`src/rtl/adc_trig_pkg.sv`:
```
package adc_trig_pkg;
  localparam int unsigned NUM_SRC = 8;
  localparam int unsigned SEL_W   = $clog2(NUM_SRC);
  localparam int unsigned REG_W   = 8;
  localparam int unsigned AUTO_BIT = SEL_W;
  localparam int unsigned CONV_BIT = SEL_W + 1;
  localparam int unsigned USED_W   = SEL_W + 2;

  typedef struct packed {
    logic             conv_en;
    logic             auto_en;
    logic [SEL_W-1:0] sel;
  } ctrl_t;
endpackage

```
`src/rtl/adc_trig_rst_sync.sv`:
```
module adc_trig_rst_sync #(
  parameter int unsigned STAGES = 2
) (
  input  logic clk,
  input  logic rst_an,
  output logic rst_n_sync
);
  logic [STAGES-1:0] sync_q;

  always_ff @(posedge clk or negedge rst_an) begin
    if (!rst_an) sync_q <= '0;
    else         sync_q <= {sync_q[STAGES-2:0], 1'b1};
  end

  assign rst_n_sync = sync_q[STAGES-1];
endmodule

```
`src/rtl/adc_trig_ctrl_reg.sv`:
```
module adc_trig_ctrl_reg
  import adc_trig_pkg::*;
(
  input  logic             clk,
  input  logic             rst_n,
  input  logic             wr_en,
  input  logic [REG_W-1:0] wr_data,
  output ctrl_t            ctrl,
  output logic [REG_W-1:0] rd_data
);
  ctrl_t ctrl_q, ctrl_d;

  always_comb begin
    ctrl_d = ctrl_q;
    if (wr_en) begin
      ctrl_d.sel     = wr_data[SEL_W-1:0];
      ctrl_d.auto_en = wr_data[AUTO_BIT];
      ctrl_d.conv_en = wr_data[CONV_BIT];
    end
  end

  always_ff @(posedge clk or negedge rst_n) begin
    if (!rst_n) ctrl_q <= '0;
    else        ctrl_q <= ctrl_d;
  end

  assign ctrl    = ctrl_q;
  // reserved upper bits are not stored and read back as zero
  assign rd_data = {{(REG_W-USED_W){1'b0}}, ctrl_q};
endmodule

```
`src/rtl/adc_trig_edge.sv`:
```
module adc_trig_edge
  import adc_trig_pkg::*;
(
  input  logic               clk,
  input  logic               rst_n,
  input  logic [NUM_SRC-1:0] flags,
  input  logic [SEL_W-1:0]   sel,
  input  logic               arm,
  output logic               start
);
  logic             sel_flag;
  logic             flag_q;
  logic [SEL_W-1:0] sel_q;
  logic             start_q;
  logic             fr_switch;
  logic             start_d;

  assign sel_flag = flags[sel];

  always_comb begin
    // moving into free-running selection must not count as an edge
    fr_switch = (sel == '0) && (sel_q != '0);
    start_d   = arm && sel_flag && !flag_q && !fr_switch;
  end

  always_ff @(posedge clk or negedge rst_n) begin
    if (!rst_n) begin
      flag_q  <= 1'b0;
      sel_q   <= '0;
      start_q <= 1'b0;
    end else begin
      flag_q  <= sel_flag;
      sel_q   <= sel;
      start_q <= start_d;
    end
  end

  assign start = start_q;
endmodule

```
`src/rtl/adc_trig_select.sv`:
```
module adc_trig_select
  import adc_trig_pkg::*;
(
  input  logic               clk,
  input  logic               rst_n,
  input  logic               wr_en,
  input  logic [REG_W-1:0]   wr_data,
  input  logic [NUM_SRC-1:0] trig_flags,
  output logic [REG_W-1:0]   rd_data,
  output logic               start_conv
);
  logic  rst_n_int;
  ctrl_t ctrl;

  adc_trig_rst_sync #(.STAGES(2)) u_rst (
    .clk        (clk),
    .rst_an     (rst_n),
    .rst_n_sync (rst_n_int)
  );

  adc_trig_ctrl_reg u_ctrl (
    .clk     (clk),
    .rst_n   (rst_n_int),
    .wr_en   (wr_en),
    .wr_data (wr_data),
    .ctrl    (ctrl),
    .rd_data (rd_data)
  );

  adc_trig_edge u_edge (
    .clk   (clk),
    .rst_n (rst_n_int),
    .flags (trig_flags),
    .sel   (ctrl.sel),
    .arm   (ctrl.auto_en && ctrl.conv_en),
    .start (start_conv)
  );
endmodule

```
`config.mk`:
```
export PLATFORM = sky130hd
export DESIGN_NAME = adc_trig_select
export DESIGN_NICKNAME = d
export VERILOG_FILES = /design/src/rtl/adc_trig_pkg.sv /design/src/rtl/adc_trig_rst_sync.sv /design/src/rtl/adc_trig_ctrl_reg.sv /design/src/rtl/adc_trig_edge.sv /design/src/rtl/adc_trig_select.sv
export SDC_FILE = /design/constraint.sdc
export NUM_CORES = 1
export LEC_CHECK = 0
export CAP_MARGIN = 20
export CORE_MARGIN = 3
export CORE_UTILIZATION = 36
export DETAILED_ROUTE_END_ITERATION = 6
export HOLD_SLACK_MARGIN = 0.06
export PLACE_DENSITY = 0.73
export SYNTH_ARGS = -nofsm -noshare
export SYNTH_HDL_FRONTEND = slang
export SYNTH_SLANG_ARGS = --single-unit
```
`constraint.sdc`:
```
create_clock -name clk -period 0.8 [get_ports clk]
set_input_delay 0.12 -clock clk [delete_from_list [all_inputs] [get_ports clk]]
set_output_delay 0.12 -clock clk [all_outputs]
set_load 0.01 [all_outputs]
```
==> flow_summary_export.csv, run 1 <==
group,metric,value,unit
outcome,status,"finished with violations",
outcome,violations,"negative setup slack",
critical_path,arrival,1.35,ns
route,firstDrtPassIters,1,
floorplan,pin_count,28,
critical_path,critPathLaunchType,"flop",
sta,period_needed,1.20,ns
place,gp_congestion,0.654,
power_and_ir_drop,p_int,1.23,mW
final_layout,final_area,905,µm²
place,place_area,752,µm²
global_route,antenna_found_initial,0,
clocking,clk_latency,0.27,ns
sta,timing.final.crit_share,150,%
critical_path,crit_chain,"buf_6 > mux2_4 > o22ai_4 > nor3_1",
power_and_ir_drop,switching_share,24.4,%
critical_path,slowest_delay,0.41,ns
sta,layout_setup_ws,-0.402,ns
sta,fmax,0.832,GHz
final_layout,layout_commonest_cell,"clkdlybuf4s50_1",
global_route,overflow,0,
synthesis,syn_area_per_cell,13.8,µm²
final_layout,final_nets,91,
floorplan,start_util,42.0,%
critical_path,end_kind,"flop",
route,wirelength,1.27,mm
power_and_ir_drop,seqPwrFrac,43.6,%
critical_path,reg2reg_from,"u_ctrl.ctrl[0]",
sta,hold_viol,0,
clocking,cts_tree,"yes",
global_route,grt_pass1_vias,427,
power_and_ir_drop,power_switching,0.397,mW
sta,skew,0.00134,ns
global_route,grt_use_total,15.0,%
power_and_ir_drop,power,1.63,mW
sta,setup_viol_count_final,12,
synthesis,synth_cell_types,16,
critical_path,worst_path_dominant_cell_family,"flip-flops",
route,vias,403,
floorplan,num_rows,12,
critical_path,crit_fanout,7,
clocking,cts_made_buffers,3,
floorplan,die_area,1910,µm²
place,portBuffers,21,
synthesis,syn_inst,37,
final_layout,post-route-util,74.4,%
critical_path,worstReg2RegEnd,"u_edge.flag_q",
clocking,clock_path_buffers,2,
critical_path,cpMaxStageDelayCell,"dfrtp_2",
synthesis,ys_ff_latch,12,
final_layout,area_delta_synth_final,77.2,%
floorplan,floorplan.die.height,43.7,µm
synthesis,yosysSeqAreaShare,58.8,%
final_layout,n_fill_cell,84,
clocking,cts.clk_slew.worst_paths,0.07,ns
route,drtAntennaViolNets,0,
final_layout,layout_common_cells,"clkdlybuf4s50_1 (14), buf_6 (10), dfrtp_1 (9), mux2_4 (6), conb_1 (4)",
synthesis,yosys_warnings,0,
critical_path,critPathBufInv,1,
critical_path,r2r_slack,-0.40,ns
route,wl_per_cell,15.0,µm
power_and_ir_drop,comb_power_share,27.1,%
clocking,cts.sinks,12,
power_and_ir_drop,power.density,1800,nW/µm²
sta,slew_violations,0,
power_and_ir_drop,pwr-share-clk,29.2,%
worst_hold_path,hold_path.class,"flop to asynchronous set/reset pin",
critical_path,reg2regPathDepth,4,
sta,rsz0062_at_grt,"yes",
power_and_ir_drop,peakVddDrop,0.00132,V
route,drcViolationCount,0,
critical_path,path_class,"flop to flop",
critical_path,crit_required,0.95,ns
critical_path,cp-startpoint,"u_ctrl.ctrl[0]",
clocking,cts-htree-levels,1,
run,maxCapViolCount,0,
power_and_ir_drop,p_leak,0.412,nW
place,hpwl,816,µm
global_route,grt_start_max_net_pins,11,
global_route,grt_pass1_wl,1.95,mm
final_layout,diodes,0,
floorplan,coreArea,1220,µm²
route,viasPerCell,4.74,
clocking,cts-root-buf,"clkbuf_4",
final_layout,drive_gt1_share,46.5,%
floorplan,die_w,43.7,µm
route,drt-initial-drc-count,0,
synthesis,syn_area,510,µm²
timing repair:
| item | 4_1_cts | 5_1_grt |
|---|---|---|
| setup buffers | 7 | 1 |
| hold buffers | 1 | 0 |
| endpoints found under the hold margin | 2 | 0 |
| pin swaps | 0 | 0 |
| endpoints found under the setup margin | 13 | 13 |
| resized for setup | 32 | 9 |
Yosys cell counts:
cell type   n  area [µm²]
dfrtp_1    12         300
mux2_1      5        56.3
buf_4       3        22.5
conb_1      2        7.51
mux2_2      2        22.5
nand2b_1    2        12.5
nor3_1      2        10.0
a2111oi_1   1        10.0
and3_4      1        11.3
and3b_1     1        8.76
buf_6       1        11.3
mux2i_1     1        10.0
nor2b_1     1        6.26
nor4_1      1        6.26
o22ai_1     1        6.26
o41ai_1     1        8.76
worst max path at each step:
stage / endpoint / slack, ns / cells past startpoint
global route: u_edge.start / -0.44 / 4
floorplan: u_edge.start / -0.39 / 4
CTS: u_edge.flag_q / -0.41 / 4
finish: u_edge.flag_q / -0.40 / 4
detailed placement: u_edge.flag_q / -0.52 / 3
global placement: rd_data[0] / -0.47 / 1
registers in the layout (all words and copies together) (netlist names):
signal	flops
u_edge.start	1
u_edge.sel_q	3
u_ctrl.ctrl	5
u_rst.sync_q	2
u_edge.flag_q	1
power groups by stage:
stage | logic (mW) | registers, mW | clock network (mW)
2_1_floorplan | 0.137 | 0.734 | 0
3_3_place_gp | 0.282 | 0.744 | 0
3_5_place_dp | 0.286 | 0.745 | 0
4_1_cts | 0.382 | 0.708 | 0.498
5_1_grt | 0.471 | 0.718 | 0.523
6_report | 0.441 | 0.709 | 0.475
cells by family after synthesis:
family,count (synthesis),synth area share [%]
buffers and inverters,4,6.62
and+or+nand+nor,8,10.8
AOI/OAI and AO/OA,3,4.90
DFF,12,58.8
other,2,1.47
muxes,8,17.4
final cells by class:
class	count	area [µm²]	area share, %
sequential	12	304	33.6
clock buffer	4	36.3	4.01
tap	14	17.5	1.94
timing repair buffer	32	309	34.2
multi-input combinational	23	238	26.3
routing by layer:
layer | share of wire (%) | global-route usage [%] | vias to the layer above
met5 | 0 | 0 | -
met4 | 0.79 | 5.42 | 0
met3 | 7.4 | 8.71 | 3
met2 | 52 | 24.4 | 13
met1 | 40 | 16.1 | 194
li1 | - | - | 193
metrics by stage:
| step | worst slack [ns] | setup TNS, ns | cells | hold WS [ns] |
|---|---|---|---|---|
| after CTS | -0.409 | -2.68 | 84 | 0.177 |
| after detailed placement | -0.518 | -4.63 | 72 | 0.160 |
| after global routing | -0.442 | -2.96 | 85 | 0.193 |
| final | -0.402 | -2.58 | 85 | 0.155 |
| after global placement | -0.467 | -4.55 | 72 | 0.162 |
| after floorplan | -0.389 | -0.989 | 39 | -0.176 |
No activity file was read; power rests on OpenSTA's default activity.
==> run 2: changes to the inputs <==
CORE_AREA = 3 3 40 42   (was unset)
CORE_MARGIN = unset   (was 3)
CORE_UTILIZATION = unset   (was 36)
DIE_AREA = 0 0 43 45   (was unset)
DONT_BUFFER_PORTS = 1   (was unset)
PLACE_DENSITY = 0.51   (was 0.73)
SLEW_MARGIN = 10   (was unset)
==> run 2 against run 1 <==
The flow still finishes with violations (negative setup slack). Power down 5.6%. Flip-flop and latch count unchanged. Largest power group unchanged. Die area up 1.5%. Worst hold slack worse by 0.15 ns. Clock power down 0.8%. Cell count down 19%. Core utilization down 13 points. Highest routed layer is now met3. Largest cell class is now flip-flops and latches. Non-clock buffer count down 17. Critical path type unchanged. Clock skew down 0.00076 ns.
==> flow_summary_export.csv, run 2 (synthesized netlist as in run 1, its figures left out) <==
group,metric,value,unit
critical_path,cp_num_cells,3,
clocking,cts_made_buffers,3,
final_layout,drive_gt1_share,53.7,%
critical_path,slowest_delay,0.48,ns
route,drt-initial-drc-count,0,
sta,timing.final.crit_share,147,%
sta,slew_violations,0,
power_and_ir_drop,peakVddDrop,0.00118,V
critical_path,critPathBufInv,0,
critical_path,crit_chain,"mux2_4 > o22ai_4 > nor4_2",
final_layout,n_fill_cell,121,
clocking,cts_tree,"yes",
sta,period_needed,1.18,ns
clocking,clock_path_buffers,2,
critical_path,reg2reg_from,"u_ctrl.ctrl[0]",
place,pre_cts_ws,-0.437,ns
place,hpwl,753,µm
critical_path,cp-startpoint,"u_ctrl.ctrl[0]",
global_route,grt_start_max_net_pins,11,
route,wl_per_cell,14.8,µm
route,drcViolationCount,0,
clocking,cts.sinks,12,
clocking,cts-root-buf,"clkbuf_4",
global_route,grt_pass1_vias,397,
run,maxCapViolCount,0,
floorplan,coreArea,1280,µm²
sta,hold_viol,0,
place,gp_congestion,0.680,
global_route,grt_use_total,12.1,%
critical_path,end_kind,"flop",
sta,skew,0.000586,ns
outcome,status,"finished with violations",
critical_path,worst_path_dominant_cell_family,"flip-flops",
power_and_ir_drop,power.density,1950,nW/µm²
critical_path,arrival,1.32,ns
clocking,cts-htree-levels,1,
critical_path,r2r_slack,-0.38,ns
critical_path,critPathLaunchType,"flop",
floorplan,start_util,39.7,%
global_route,antenna_found_initial,0,
final_layout,layout_common_cells,"dfrtp_1 (9), buf_6 (8), mux2_4 (7), dlygate4sd3_1 (6), conb_1 (4)",
route,firstDrtPassIters,1,
critical_path,crit_fanout,6,
critical_path,cpMaxStageDelayCell,"dfrtp_2",
power_and_ir_drop,p_leak,0.349,nW
floorplan,die_area,1940,µm²
final_layout,final_nets,74,
floorplan,die_w,43,µm
critical_path,path_class,"flop to flop",
clocking,cts.clk_slew.worst_paths,0.07,ns
place,portBuffers,0,
final_layout,regArea,304,µm²
sta,setup_viol_count_final,11,
route,vias,341,
clocking,clk_latency,0.27,ns
floorplan,pin_count,28,
final_layout,area_delta_synth_final,54.4,%
floorplan,floorplan.die.height,45,µm
route,wirelength,1.02,mm
global_route,grt_pass1_wl,1.75,mm
sta,tns,-2.43,ns
power_and_ir_drop,power,1.53,mW
sta,rsz0062_at_grt,"yes",
sta,fmax,0.851,GHz
final_layout,diodes,0,
critical_path,reg2regPathDepth,3,
critical_path,crit_required,0.95,ns
final_layout,multi_input_area,272,µm²
clocking,postCtsHoldBufs,6,
floorplan,num_rows,13,
final_layout,largest_register_ffs,5,
route,viasPerCell,4.94,
sta,layout_setup_ws,-0.376,ns
outcome,violations,"negative setup slack",
worst_hold_path,hold_path.class,"primary input to flop",
global_route,overflow,0,
route,drtAntennaViolNets,0,
final_layout,layout_commonest_cell,"dfrtp_1",
critical_path,critPathCapture,"u_edge.start",
critical_path,worstReg2RegEnd,"u_edge.start",
## run 2: changes by cell type in the layout (fill, tap and decap cells not counted), sizes merged
cell	change
buf	-7
dlygate4sd2	-1
dlygate4sd3	+5
clkdlybuf4s50	-14
## run 2: layout make-up
type / count / share of cell area [%]
clock buffers: 4 / 4.60
well taps: 15 / 2.38
flip-flops and latches: 12 / 38.6
multi-input cells: 23 / 34.4
repair buffers: 15 / 20.0
## run 2: where the power goes
part / switching, mW / internal (mW) / leakage, nW
Combinational: 0.110 / 0.211 / 0.189
Clock: 0.195 / 0.276 / 0.0210
Sequential: 0.0738 / 0.668 / 0.139
## run 2: worst min path at each step
stage               start              end  slack [ns]  cells past startpoint
floorplan           rst_n  u_rst.sync_q[0]       -0.18                      0
global placement    rst_n  u_rst.sync_q[0]       -0.18                      0
detailed placement  rst_n  u_rst.sync_q[1]       -0.18                      0
CTS                 wr_en   u_ctrl.ctrl[1]      -0.001                      1
global route        wr_en   u_ctrl.ctrl[2]       -0.01                      1
finish              wr_en   u_ctrl.ctrl[2]       0.008                      1
## run 2: worst reg2reg max path: stages (launching register included)
cell	delay, ns
dfrtp_2	0.48
mux2_4	0.33
o22ai_4	0.17
nor4_2	0.07
## run 2: per-stage QoR
step	util, %	area, µm²	hold WS [ns]	std cells
floorplan	-	543	-0.176	39
global placement	45.2	581	-0.176	57
detailed placement	45.2	581	-0.176	57
CTS	58.0	746	-0.00103	69
global route	61.3	788	-0.0128	69
finish	61.3	788	0.00765	69
## run 2: per-layer routing
| metal | GRT usage, % | vias to the layer above | routed length (µm) |
|---|---|---|---|
| met1 | 14.8 | 165 | 389 |
| met3 | 3.59 | 0 | 112 |
| met2 | 19.2 | 18 | 520 |
| met5 | 0 | - | 0 |
| li1 | - | 158 | - |
| met4 | 7.23 | 0 | 0 |
## run 2: what timing repair did
| action | in CTS | in global routing |
|---|---|---|
| setup endpoints to repair | 12 | 14 |
| pin swaps | 1 | 0 |
| gates cloned | 0 | 0 |
| hold endpoints to repair | 7 | 5 |
| buffers inserted | 2 | 0 |
| resized for setup | 14 | 5 |
==> run 3: changes to the inputs <==
CTS_CLUSTER_DIAMETER = 200   (was unset)
==> results of run 3 <==
The final DEF is identical to that of run 2; final timing and power are the same.
